--- src/rtl/stride_agu_pkg.sv ---
package stride_agu_pkg;
  typedef enum logic [1:0] {
    ST_IDLE  = 2'd0,
    ST_ISSUE = 2'd1,
    ST_DRAIN = 2'd2
  } agu_state_e;
endpackage

--- src/rtl/stride_agu_bank_timer.sv ---
module stride_agu_bank_timer #(
  parameter int NUM_BANKS = 16,
  parameter int BUSY_CYC  = 4,
  parameter int BANK_W    = $clog2(NUM_BANKS)
) (
  input  logic                 clk_i,
  input  logic                 rst_ni,
  input  logic                 hit_i,
  input  logic [BANK_W-1:0]    hit_bank_i,
  output logic [NUM_BANKS-1:0] free_o
);
  localparam int CNT_W = $clog2(BUSY_CYC + 1);

  for (genvar g = 0; g < NUM_BANKS; g++) begin : g_bank
    logic [CNT_W-1:0] cnt_q;
    logic             hit;

    assign hit       = hit_i && (hit_bank_i == BANK_W'(g));
    assign free_o[g] = (cnt_q == '0);

    always_ff @(posedge clk_i or negedge rst_ni) begin
      if (!rst_ni)           cnt_q <= '0;
      else if (hit)          cnt_q <= CNT_W'(BUSY_CYC - 1);
      else if (cnt_q != '0)  cnt_q <= cnt_q - 1'b1;
    end

    // an access may only land on a bank whose recovery window has closed
    p_bank_rest_r4: assert property (@(posedge clk_i) disable iff (!rst_ni)
      hit |-> cnt_q == '0);
  end
endmodule

--- src/rtl/stride_agu_ret_pipe.sv ---
module stride_agu_ret_pipe #(
  parameter int LAT   = 12,
  parameter int LEN_W = 7
) (
  input  logic             clk_i,
  input  logic             rst_ni,
  input  logic             push_i,
  input  logic [LEN_W-1:0] idx_i,
  output logic             valid_o,
  output logic [LEN_W-1:0] idx_o
);
  logic [LAT-1:0]   v_q;
  logic [LEN_W-1:0] idx_q [LAT];

  for (genvar g = 0; g < LAT; g++) begin : g_stage
    logic             v_in;
    logic [LEN_W-1:0] idx_in;
    if (g == 0) begin : g_head
      assign v_in   = push_i;
      assign idx_in = idx_i;
    end else begin : g_body
      assign v_in   = v_q[g-1];
      assign idx_in = idx_q[g-1];
    end
    always_ff @(posedge clk_i or negedge rst_ni) begin
      if (!rst_ni) begin
        v_q[g]   <= 1'b0;
        idx_q[g] <= '0;
      end else begin
        v_q[g]   <= v_in;
        idx_q[g] <= idx_in;
      end
    end
  end

  assign valid_o = v_q[LAT-1];
  assign idx_o   = idx_q[LAT-1];
endmodule

--- src/rtl/stride_agu_issue.sv ---
module stride_agu_issue
  import stride_agu_pkg::*;
#(
  parameter int ADDR_W    = 32,
  parameter int LEN_W     = 7,
  parameter int NUM_BANKS = 16,
  parameter int BANK_W    = $clog2(NUM_BANKS)
) (
  input  logic                 clk_i,
  input  logic                 rst_ni,
  input  logic                 start_i,
  input  logic                 load_i,
  input  logic [ADDR_W-1:0]    base_i,
  input  logic [ADDR_W-1:0]    stride_i,
  input  logic [LEN_W-1:0]     vlen_i,
  input  logic [NUM_BANKS-1:0] bank_free_i,
  input  logic                 rsp_valid_i,
  input  logic [LEN_W-1:0]     rsp_idx_i,
  output logic                 issue_o,
  output logic [ADDR_W-1:0]    addr_o,
  output logic [BANK_W-1:0]    bank_o,
  output logic [LEN_W-1:0]     idx_o,
  output logic                 we_o,
  output logic                 busy_o,
  output logic                 done_o
);
  agu_state_e        state_q;
  logic [ADDR_W-1:0] addr_q, stride_q;
  logic [LEN_W-1:0]  len_q, idx_q, last_idx;
  logic              load_q, done_q, last_issue;

  assign bank_o     = addr_q[BANK_W-1:0];
  assign issue_o    = (state_q == ST_ISSUE) && bank_free_i[bank_o];
  assign last_idx   = len_q - 1'b1;
  assign last_issue = (idx_q == last_idx);
  assign addr_o     = addr_q;
  assign idx_o      = idx_q;
  assign we_o       = !load_q;
  assign busy_o     = (state_q != ST_IDLE);
  assign done_o     = done_q;

  always_ff @(posedge clk_i or negedge rst_ni) begin
    if (!rst_ni) begin
      state_q  <= ST_IDLE;
      addr_q   <= '0;
      stride_q <= '0;
      len_q    <= '0;
      idx_q    <= '0;
      load_q   <= 1'b0;
      done_q   <= 1'b0;
    end else begin
      done_q <= 1'b0;
      unique case (state_q)
        ST_IDLE: if (start_i) begin
          load_q   <= load_i;
          addr_q   <= base_i;
          stride_q <= stride_i;
          len_q    <= vlen_i;
          idx_q    <= '0;
          if (vlen_i == '0) done_q  <= 1'b1;
          else              state_q <= ST_ISSUE;
        end
        ST_ISSUE: if (issue_o) begin
          addr_q <= addr_q + stride_q;
          idx_q  <= idx_q + 1'b1;
          if (last_issue) begin
            if (load_q) state_q <= ST_DRAIN;
            else begin
              state_q <= ST_IDLE;
              done_q  <= 1'b1;
            end
          end
        end
        ST_DRAIN: if (rsp_valid_i && rsp_idx_i == last_idx) begin
          state_q <= ST_IDLE;
          done_q  <= 1'b1;
        end
        default: state_q <= ST_IDLE;
      endcase
    end
  end

  // a stalled element keeps its index and address
  p_stall_hold_r5: assert property (@(posedge clk_i) disable iff (!rst_ni)
    (state_q == ST_ISSUE && !issue_o) |=> $stable(idx_q) && $stable(addr_q));

  // completion cycle is quiet and idle
  p_done_quiet_r8: assert property (@(posedge clk_i) disable iff (!rst_ni)
    done_o |-> !issue_o && !busy_o);
endmodule

--- src/rtl/stride_agu.sv ---
module stride_agu #(
  parameter int ADDR_W    = 32,
  parameter int LEN_W     = 7,
  parameter int DATA_W    = 64,
  parameter int NUM_BANKS = 16,
  parameter int BUSY_CYC  = 4,
  parameter int LAT       = 12
) (
  input  logic                          clk_i,
  input  logic                          rst_ni,
  input  logic                          start_i,
  input  logic                          load_i,
  input  logic [ADDR_W-1:0]             base_i,
  input  logic [ADDR_W-1:0]             stride_i,
  input  logic [LEN_W-1:0]              vlen_i,
  output logic                          busy_o,
  output logic                          done_o,
  output logic                          req_valid_o,
  output logic                          req_we_o,
  output logic [ADDR_W-1:0]             req_addr_o,
  output logic [$clog2(NUM_BANKS)-1:0]  req_bank_o,
  output logic [LEN_W-1:0]              req_idx_o,
  input  logic [DATA_W-1:0]             mem_rdata_i,
  output logic                          rsp_valid_o,
  output logic [LEN_W-1:0]              rsp_idx_o,
  output logic [DATA_W-1:0]             rsp_data_o
);
  localparam int BANK_W = $clog2(NUM_BANKS);

  logic [NUM_BANKS-1:0] bank_free;
  logic                 issue, we;

  stride_agu_issue #(
    .ADDR_W(ADDR_W), .LEN_W(LEN_W), .NUM_BANKS(NUM_BANKS), .BANK_W(BANK_W)
  ) u_issue (
    .clk_i       (clk_i),
    .rst_ni      (rst_ni),
    .start_i     (start_i),
    .load_i      (load_i),
    .base_i      (base_i),
    .stride_i    (stride_i),
    .vlen_i      (vlen_i),
    .bank_free_i (bank_free),
    .rsp_valid_i (rsp_valid_o),
    .rsp_idx_i   (rsp_idx_o),
    .issue_o     (issue),
    .addr_o      (req_addr_o),
    .bank_o      (req_bank_o),
    .idx_o       (req_idx_o),
    .we_o        (we),
    .busy_o      (busy_o),
    .done_o      (done_o)
  );

  stride_agu_bank_timer #(
    .NUM_BANKS(NUM_BANKS), .BUSY_CYC(BUSY_CYC), .BANK_W(BANK_W)
  ) u_timer (
    .clk_i      (clk_i),
    .rst_ni     (rst_ni),
    .hit_i      (issue),
    .hit_bank_i (req_bank_o),
    .free_o     (bank_free)
  );

  stride_agu_ret_pipe #(.LAT(LAT), .LEN_W(LEN_W)) u_ret (
    .clk_i   (clk_i),
    .rst_ni  (rst_ni),
    .push_i  (issue && !we),
    .idx_i   (req_idx_o),
    .valid_o (rsp_valid_o),
    .idx_o   (rsp_idx_o)
  );

  assign req_valid_o = issue;
  assign req_we_o    = we;
  assign rsp_data_o  = mem_rdata_i;

  // returned data only while an operation is open
  p_rsp_busy_r7: assert property (@(posedge clk_i) disable iff (!rst_ni)
    rsp_valid_o |-> busy_o);
endmodule

--- config.mk ---
export PLATFORM = sky130hd
export DESIGN_NAME = stride_agu
export DESIGN_NICKNAME = d
export VERILOG_FILES = /design/src/rtl/stride_agu_pkg.sv /design/src/rtl/stride_agu_bank_timer.sv /design/src/rtl/stride_agu_ret_pipe.sv /design/src/rtl/stride_agu_issue.sv /design/src/rtl/stride_agu.sv
export SDC_FILE = /design/constraint.sdc
export NUM_CORES = 1
export LEC_CHECK = 0
export ABC_AREA = 1
export BUFFER_PORTS_ARGS = -buffer_cell sky130_fd_sc_hd__buf_2
export CAP_MARGIN = 20
export CORE_ASPECT_RATIO = 0.9
export CORE_MARGIN = 1.5
export CORE_UTILIZATION = 55
export CTS_CLUSTER_SIZE = 16
export DETAILED_ROUTE_END_ITERATION = 16
export PLACE_DENSITY_LB_ADDON = 0.3
export SYNTH_ARGS = -nofsm -noshare
export SYNTH_HDL_FRONTEND = slang
export SYNTH_HIERARCHICAL = 1
export SYNTH_SLANG_ARGS = --single-unit
--- constraint.sdc ---
create_clock -name clk_i -period 2.91 [get_ports clk_i]
set_input_delay 0.1455 -clock clk_i [delete_from_list [all_inputs] [get_ports clk_i]]
set_output_delay 0.1455 -clock clk_i [all_outputs]
set_load 0.01 [all_outputs]
==> flow_metrics.env, run 1 <==
export IMPL_die_h_microns=144
export IMPL_dp_cells=1911
export IMPL_grt_setup_unrepaired="false"
export IMPL_start_util=0.559
export IMPL_hold_viol=0
export IMPL_gp_congestion=0.959
export IMPL_fp_row_count=51
export IMPL_grt_max_degree=75
export IMPL_cts_tree="yes"
export IMPL_cts_setup_buffers=0
export IMPL_ant_nets=0
export IMPL_synth_seq_area_share=0.468
export IMPL_cts_sinks=226
export IMPL_syn_area_per_cell_sq_um=7.68
export IMPL_grt_pass1_vias=9956
export IMPL_root_buffer="clkbuf_16"
export IMPL_holdPathStages=4
export IMPL_grt_usage=0.277
export IMPL_hpwl_mm=21.9
export IMPL_p_int_w=0.00942
export IMPL_tns_ns=0
export IMPL_synth_seq_cells=226
export IMPL_setup_viol=0
export IMPL_crit_type="reg2out"
export IMPL_drcViolationCount=0
export IMPL_antenna_cells=0
export IMPL_finalNonFillerCells=2024
export IMPL_cp_required_ns=2.76
export IMPL_max_freq_mhz=374
export IMPL_antenna_found_initial=0
export IMPL_detail_route_vias_per_cell=5.18
export IMPL_vdd_ir_drop_max_v=0.000641
export IMPL_cts_buffers=24
export IMPL_cp_max_fo=10
export IMPL_powerDensity_nw_per_um2=1250
export IMPL_portBuffers=129
export IMPL_core_region_area_sq_um=21600
export IMPL_netlist_area_sq_um=12100
export IMPL_postSynthCellCount=1575
export IMPL_start_kind="register"
export IMPL_drt_iter0_drc=866
export IMPL_grt_first_pass_wirelength_mm=50.1
export IMPL_clkSlewWorstSetupHoldPaths_ns=0.06
export IMPL_nets=1921
export IMPL_ys_types=33
export IMPL_synth_ff_type="dfrtp_1"
export IMPL_dieArea_sq_um=22900
export IMPL_drive_above_1_share=0.110
export IMPL_grt_remaining_overflow=0
export IMPL_p_comb_frac=0.518
export IMPL_hp_class="in2reg"
export IMPL_io_pins=258
export IMPL_vias=10500
export IMPL_maxCapViolations=0
export IMPL_yosys_warnings=6
export IMPL_reg2regPathDepth=14
export IMPL_p_leak_nw=7.88
export IMPL_cts_htree_levels=1
export IMPL_crit_path_end_kind="output port"
export IMPL_status="finished, final reports clean"
export IMPL_period_minus_slack_ns=2.68
export IMPL_clk_latency_ns=0.53
export IMPL_pwr_share_seq=0.308
export IMPL_wl_per_cell_microns=15.4
export IMPL_worst_endpoint_arrival_ns=2.53
export IMPL_syn_num_nets=1780
export IMPL_clockBufferDepth=3
export IMPL_dr_pass1_iters=7
export IMPL_wl_mm=31.2
export IMPL_pwr_share_clk=0.174
export IMPL_synth_enable_flop_cells=0
export IMPL_final_period_utilization=0.920
export IMPL_die_w_microns=159
export IMPL_drv_slew=0
export IMPL_p_sw_w=0.00815
export IMPL_synthArstFlopShare=1.00
export IMPL_swShare=0.464
export IMPL_worst_slew_pin_transition_ns=0.821
export IMPL_fin_skew_ns=0.0160
export IMPL_slew_headroom=0.452
export IMPL_syn2layout_area_growth_pct=16.1
==> cell usage after synthesis, drive strengths merged (3+ instances only) <==
cell    instances  area (sq um)
nand2         539          2040
dfrtp         226          5660
inv           215           815
nor2          147           557
nand3         127           636
buf            80           609
o21ai          71           355
ha             65           813
a21oi          44           220
clkbuf         13          48.8
nand4          11          68.8
xnor2           7          61.3
nor3            6          30.0
o21a            4          30.0
o21bai          4          30.0
or2             4          25.0
nand3b          3          22.5
==> metal layers <==
layer | routed length [microns] | global-route usage | share of wire | vias to the layer above
li1 | - | - | - | 5096
met1 | 13500 | 0.369 | 0.43 | 4889
met2 | 14200 | 0.454 | 0.46 | 408
met3 | 2260 | 0.0468 | 0.072 | 84
met4 | 1190 | 0.109 | 0.038 | 0
met5 | 0 | 0 | 0 | -
==> kinds of logic (layout without fill, tap and decap cells) <==
family,after synthesis,count (layout),share of synthesized area
xor gates and xnor gates,9,9,0.00652
AOI/OAI and AO/OA,127,127,0.0549
DFF,226,226,0.468
and+or+nand+nor,839,839,0.280
adders and majority gates,66,66,0.0689
buffers and inverters,308,466,0.122
==> path summary, 6_finish.rpt <==
path	from	slack, ns	endpoint
max	u_timer/g_bank[0].cnt_q[0]	0.23	req_valid_o
min in group asynchronous	rst_ni	0.17	u_issue/addr_o[26]
max reg2reg	u_issue/addr_o[1]	0.42	u_issue/addr_o[30]
min	base_i[8]	0.02	u_issue/addr_o[8]
min reg2reg	u_ret/g_stage[3].idx_in[2]	0.34	u_ret/g_stage[4].idx_in[2]
max in group asynchronous	rst_ni	1.89	u_ret/idx_o[0]
==> power by group through the flow <==
stage	logic, W	clock network, W	registers (W)
after floorplan	0.00677	0	0.00525
after global placement	0.00856	0	0.00538
after detailed placement	0.00886	0	0.00542
after CTS	0.00899	0.00314	0.00540
after global routing	0.0104	0.00324	0.00556
final	0.00910	0.00306	0.00542
==> area by class of cell <==
class	count	area, sq um
fill	1827	7590
sequential	226	5660
multi-input combinational	1041	4980
timing repair buffer	208	1440
inverter	215	815
clock buffer	31	647
tap	291	364
clock inverter	12	143
==> sequential cells by signal (all words and copies together) (netlist names), 2 cells and up <==
signal	cells
u_timer/g_bank.cnt_q	48
u_issue/addr_o	32
u_ret/idx_o	7
u_ret/g_stage.v_in	11
u_ret/g_stage.idx_in	77
u_issue/len_q	7
u_issue/stride_q	32
u_issue/state_q	2
u_issue/idx_o	7
==> timing repair <==
action                                 in CTS  in global routing
endpoints found under the hold margin     134                  0
resized for setup                           0                  0
hold buffers                               70                  0
==> worst max-delay path, cell delays in order (launching register included) <==
cell	delay, ns
dfrtp_1	0.38
inv_1	0.11
ha_1	0.15
nand2_1	0.13
inv_1	0.11
nand2_1	0.06
nand2_1	0.07
nand2_1	0.06
nand3_1	0.08
nand3_1	0.08
nand2_2	0.14
nand2_4	0.08
inv_1	0.18
buf_4	0.22
buf_2	0.15
==> through the flow <==
step / util / hold slack [ns] / setup slack [ns] / area (sq um) / total power [W]
6_report: 0.649 / 0.0163 / 0.234 / 14000 / 0.0176
5_1_grt: 0.649 / 0.0402 / 0.0417 / 14000 / 0.0192
4_1_cts: 0.649 / 0.00365 / 0.222 / 14000 / 0.0175
3_5_place_dp: 0.580 / 0.150 / 0.431 / 12600 / 0.0143
3_3_place_gp: 0.580 / 0.148 / 0.518 / 12600 / 0.0139
2_1_floorplan: - / -0.150 / 0.905 / 12100 / 0.0120
==> placed cells by master, fill, tap and decap left out, types with 3 or more instances in the layout <==
cell type,instances
nand2_1,536
dfrtp_1,226
inv_1,210
nor2_1,144
buf_2,128
nand3_1,127
dlygate4sd3_1,70
o21ai_0,66
ha_1,65
a21oi_1,44
clkbuf_16,24
nand4_1,11
buf_4,8
xnor2_1,7
nor3_1,6
clkbuf_1,5
o21ai_1,5
inv_6,4
o21bai_1,4
o21a_1,4
clkinv_2,3
inv_2,3
nand3b_1,3
or2_2,3
Power figures use the tool's default switching activity.
==> run 2: changes to the inputs <==
CORE_ASPECT_RATIO = 0.7   (was 0.9)
SYNTH_HIERARCHICAL = unset   (was 1)
==> run 2 against run 1 <==
  * Wire length is 2.8% lower
  * Critical path depth stayed put
  * Clock power is 4% higher
  * Core utilization is 1.5 points higher
  * Sequential power is 2% lower
  * Final area is 1.1% lower
  * Final cell count is 4.3% lower
  * Via count is 3.7% lower
  * Critical endpoint unchanged
  * Largest cell class unchanged
==> flow_metrics.env, run 2 <==
export IMPL_status="finished, final reports clean"
export IMPL_synth_seq_area_share=0.478
export IMPL_fin_skew_ns=0.0130
export IMPL_cp_max_fo=9
export IMPL_p_leak_nw=7.62
export IMPL_vias=10100
export IMPL_tns_ns=0
export IMPL_final_common_cell="nand2_1"
export IMPL_reg2reg_slack_ns=0.34
export IMPL_die_w_microns=178
export IMPL_yosysMostFrequentCell="nand2_1"
export IMPL_hold_viol=0
export IMPL_largest_register_ffs=77
export IMPL_antenna_found_initial=0
export IMPL_dr_pass1_iters=6
export IMPL_slew_headroom=0.378
export IMPL_clockBufferDepth=3
export IMPL_ys_types=32
export IMPL_slowest_delay_ns=0.39
export IMPL_period_minus_slack_ns=2.71
export IMPL_clkSlewWorstSetupHoldPaths_ns=0.06
export IMPL_synth_seq_cells=226
export IMPL_fp_row_count=44
export IMPL_die_h_microns=126
export IMPL_mostFrequentLayoutCells="480 x nand2_1, 226 x dfrtp_1, 204 x inv_1"
export IMPL_grt_max_degree=93
export IMPL_root_buffer="clkbuf_16"
export IMPL_critPathLaunch="u_timer.g_bank[0].cnt_q[0]"
export IMPL_cp_required_ns=2.76
export IMPL_finalNonFillerCells=1937
export IMPL_worst_endpoint_arrival_ns=2.57
export IMPL_cts_buffers=22
export IMPL_portBuffers=129
export IMPL_synthTopCellsByArea="dfrtp_1 48%, nand2_1 15%, ha_1 6.9%, inv_1 6.5%, nor2_1 4.8%"
export IMPL_max_freq_mhz=368
export IMPL_clk_latency_ns=0.52
export IMPL_powerDensity_nw_per_um2=1280
export IMPL_synthArstFlopShare=1.00
export IMPL_maxCapViolations=0
export IMPL_detail_route_vias_per_cell=5.21
export IMPL_syn_num_nets=1702
export IMPL_cpMaxStageDelayCell="dfrtp_1"
export IMPL_synth_top_area_frac=0.478
export IMPL_wl_mm=30.3
export IMPL_cp_top_family="simple AND/OR/NAND/NOR gates"
export IMPL_drcViolationCount=0
export IMPL_syn2layout_area_growth_pct=17.3
export IMPL_hpwl_mm=21.6
export IMPL_vdd_ir_drop_max_v=0.000581
export IMPL_core_region_area_sq_um=20900
export IMPL_grt_remaining_overflow=0
export IMPL_grt_usage=0.275
export IMPL_cts_tree="yes"
export IMPL_wl_per_cell_microns=15.7
export IMPL_grt_pass1_vias=9776
export IMPL_antenna_cells=0
export IMPL_hp_class="in2async"
export IMPL_crit_chain="inv_1 -> ha_1 -> ha_1 -> inv_1 -> nand2_1 -> nand2_1 -> nand2_1 -> nand2_1 -> nand2_1 -> nand2_1 -> nor2_2 -> nand2_4 -> inv_1 -> buf_2"
export IMPL_drv_slew=0
export IMPL_grt_setup_unrepaired="false"
export IMPL_netlist_area_sq_um=11800
export IMPL_crit_path_end_kind="output port"
export IMPL_drive_above_1_share=0.118
export IMPL_synth_enable_flop_cells=0
export IMPL_cts_sinks=226
export IMPL_n_fill_cell=1719
export IMPL_yosys_warnings=0
export IMPL_postSynthCellCount=1497
export IMPL_gp_congestion=0.938
export IMPL_synth_common_cells="481 x nand2_1, 226 x dfrtp_1, 204 x inv_1, 153 x nor2_1, 71 x nand3_1"
export IMPL_grt_first_pass_wirelength_mm=48.7
export IMPL_nets=1851
export IMPL_io_pins=258
export IMPL_r2r_start="u_issue.addr_o[1]"
export IMPL_final_period_utilization=0.933
export IMPL_drt_iter0_drc=779
export IMPL_dp_cells=1824
export IMPL_synth_ff_type="dfrtp_1"
export IMPL_crit_buf_inv=4
export IMPL_dieArea_sq_um=22400
export IMPL_syn_area_per_cell_sq_um=7.91
export IMPL_crit_type="reg2out"
export IMPL_setup_viol=0
export IMPL_cts_setup_buffers=0
export IMPL_cts_htree_levels=1
export IMPL_worst_slew_pin_transition_ns=0.927
export IMPL_cp_common_cell="nand2_1"
export IMPL_ant_nets=0
export IMPL_start_util=0.566
export IMPL_yosysTopAreaCell="dfrtp_1"
export IMPL_start_kind="register"
run 2: final timing paths:
check,to,cells after the start
worst max-delay path,req_valid_o,14
worst min-delay path,u_timer.g_bank[7].cnt_q[2],2
worst max register to register,u_issue.addr_o[30],12
worst min register to register,u_ret.g_stage[11].idx_in[0],0
max in group asynchronous,u_ret.g_stage[10].idx_in[0],3
min in group clk_i,rsp_data_o[19],0
run 2: cell families after synthesis:
group	Yosys count	synth area share
AOI/OAI and AO/OA	148	0.0715
xor gates and xnor gates	7	0.00518
adders and majority gates	66	0.0704
buffers and inverters	299	0.120
DFF	226	0.478
and+or+nand+nor	751	0.255
run 2: repair_timing:
item	CTS	global route
endpoints found under the hold margin	161	0
gates resized for setup	0	1
setup endpoints to repair	0	2
hold buffers	74	0
run 2: cell type report:
| class | instances | area [sq um] | area share |
|---|---|---|---|
| Sequential cell | 226 | 5660 | 0.407 |
| Tap cell | 276 | 345 | 0.0249 |
| Timing Repair Buffer | 216 | 1520 | 0.109 |
| Multi-Input combinational cell | 972 | 4770 | 0.343 |
| Clock buffer | 27 | 609 | 0.0439 |
| Clock inverter | 12 | 211 | 0.0152 |
| Inverter | 208 | 783 | 0.0564 |
run 2: power breakdown:
group          leakage [nW]  internal, W  total, W  switching [W]
Clock                 0.397      0.00195   0.00319        0.00124
Sequential             2.84      0.00445   0.00531       0.000855
Combinational          4.38      0.00325   0.00931        0.00606
run 2: metrics by stage:
step	utilization	worst slack, ns	instance area [sq um]	hold slack (ns)	total power (W)
after floorplan	-	0.745	11800	-0.150	0.0119
after global placement	0.589	0.325	12300	0.203	0.0140
after detailed placement	0.589	0.280	12300	0.205	0.0143
after CTS	0.664	0.232	13900	0.269	0.0177
after global routing	0.664	0.00856	13900	0.291	0.0194
final	0.664	0.195	13900	0.217	0.0178
run 2: worst register-to-register path: stages (launching register included):
cell and delay, ns:
dfrtp_1 0.58, inv_2 0.18, fa_1 0.46, o21ai_1 0.30, nand2_1 0.08, nand2_1 0.11
nand2_1 0.10, nand2_1 0.24, nand2_1 0.13, nand3_1 0.09, nand3_1 0.08, nand2_1 0.08
nand2_1 0.04
run 2: per-layer routing:
layer	vias up	part of all wire	wire, microns	GRT usage
met3	54	0.086	2610	0.0601
met2	383	0.43	13000	0.414
li1	4925	-	-	-
met5	-	0	0	0
met1	4727	0.47	14200	0.408
met4	0	0.019	589	0.0652
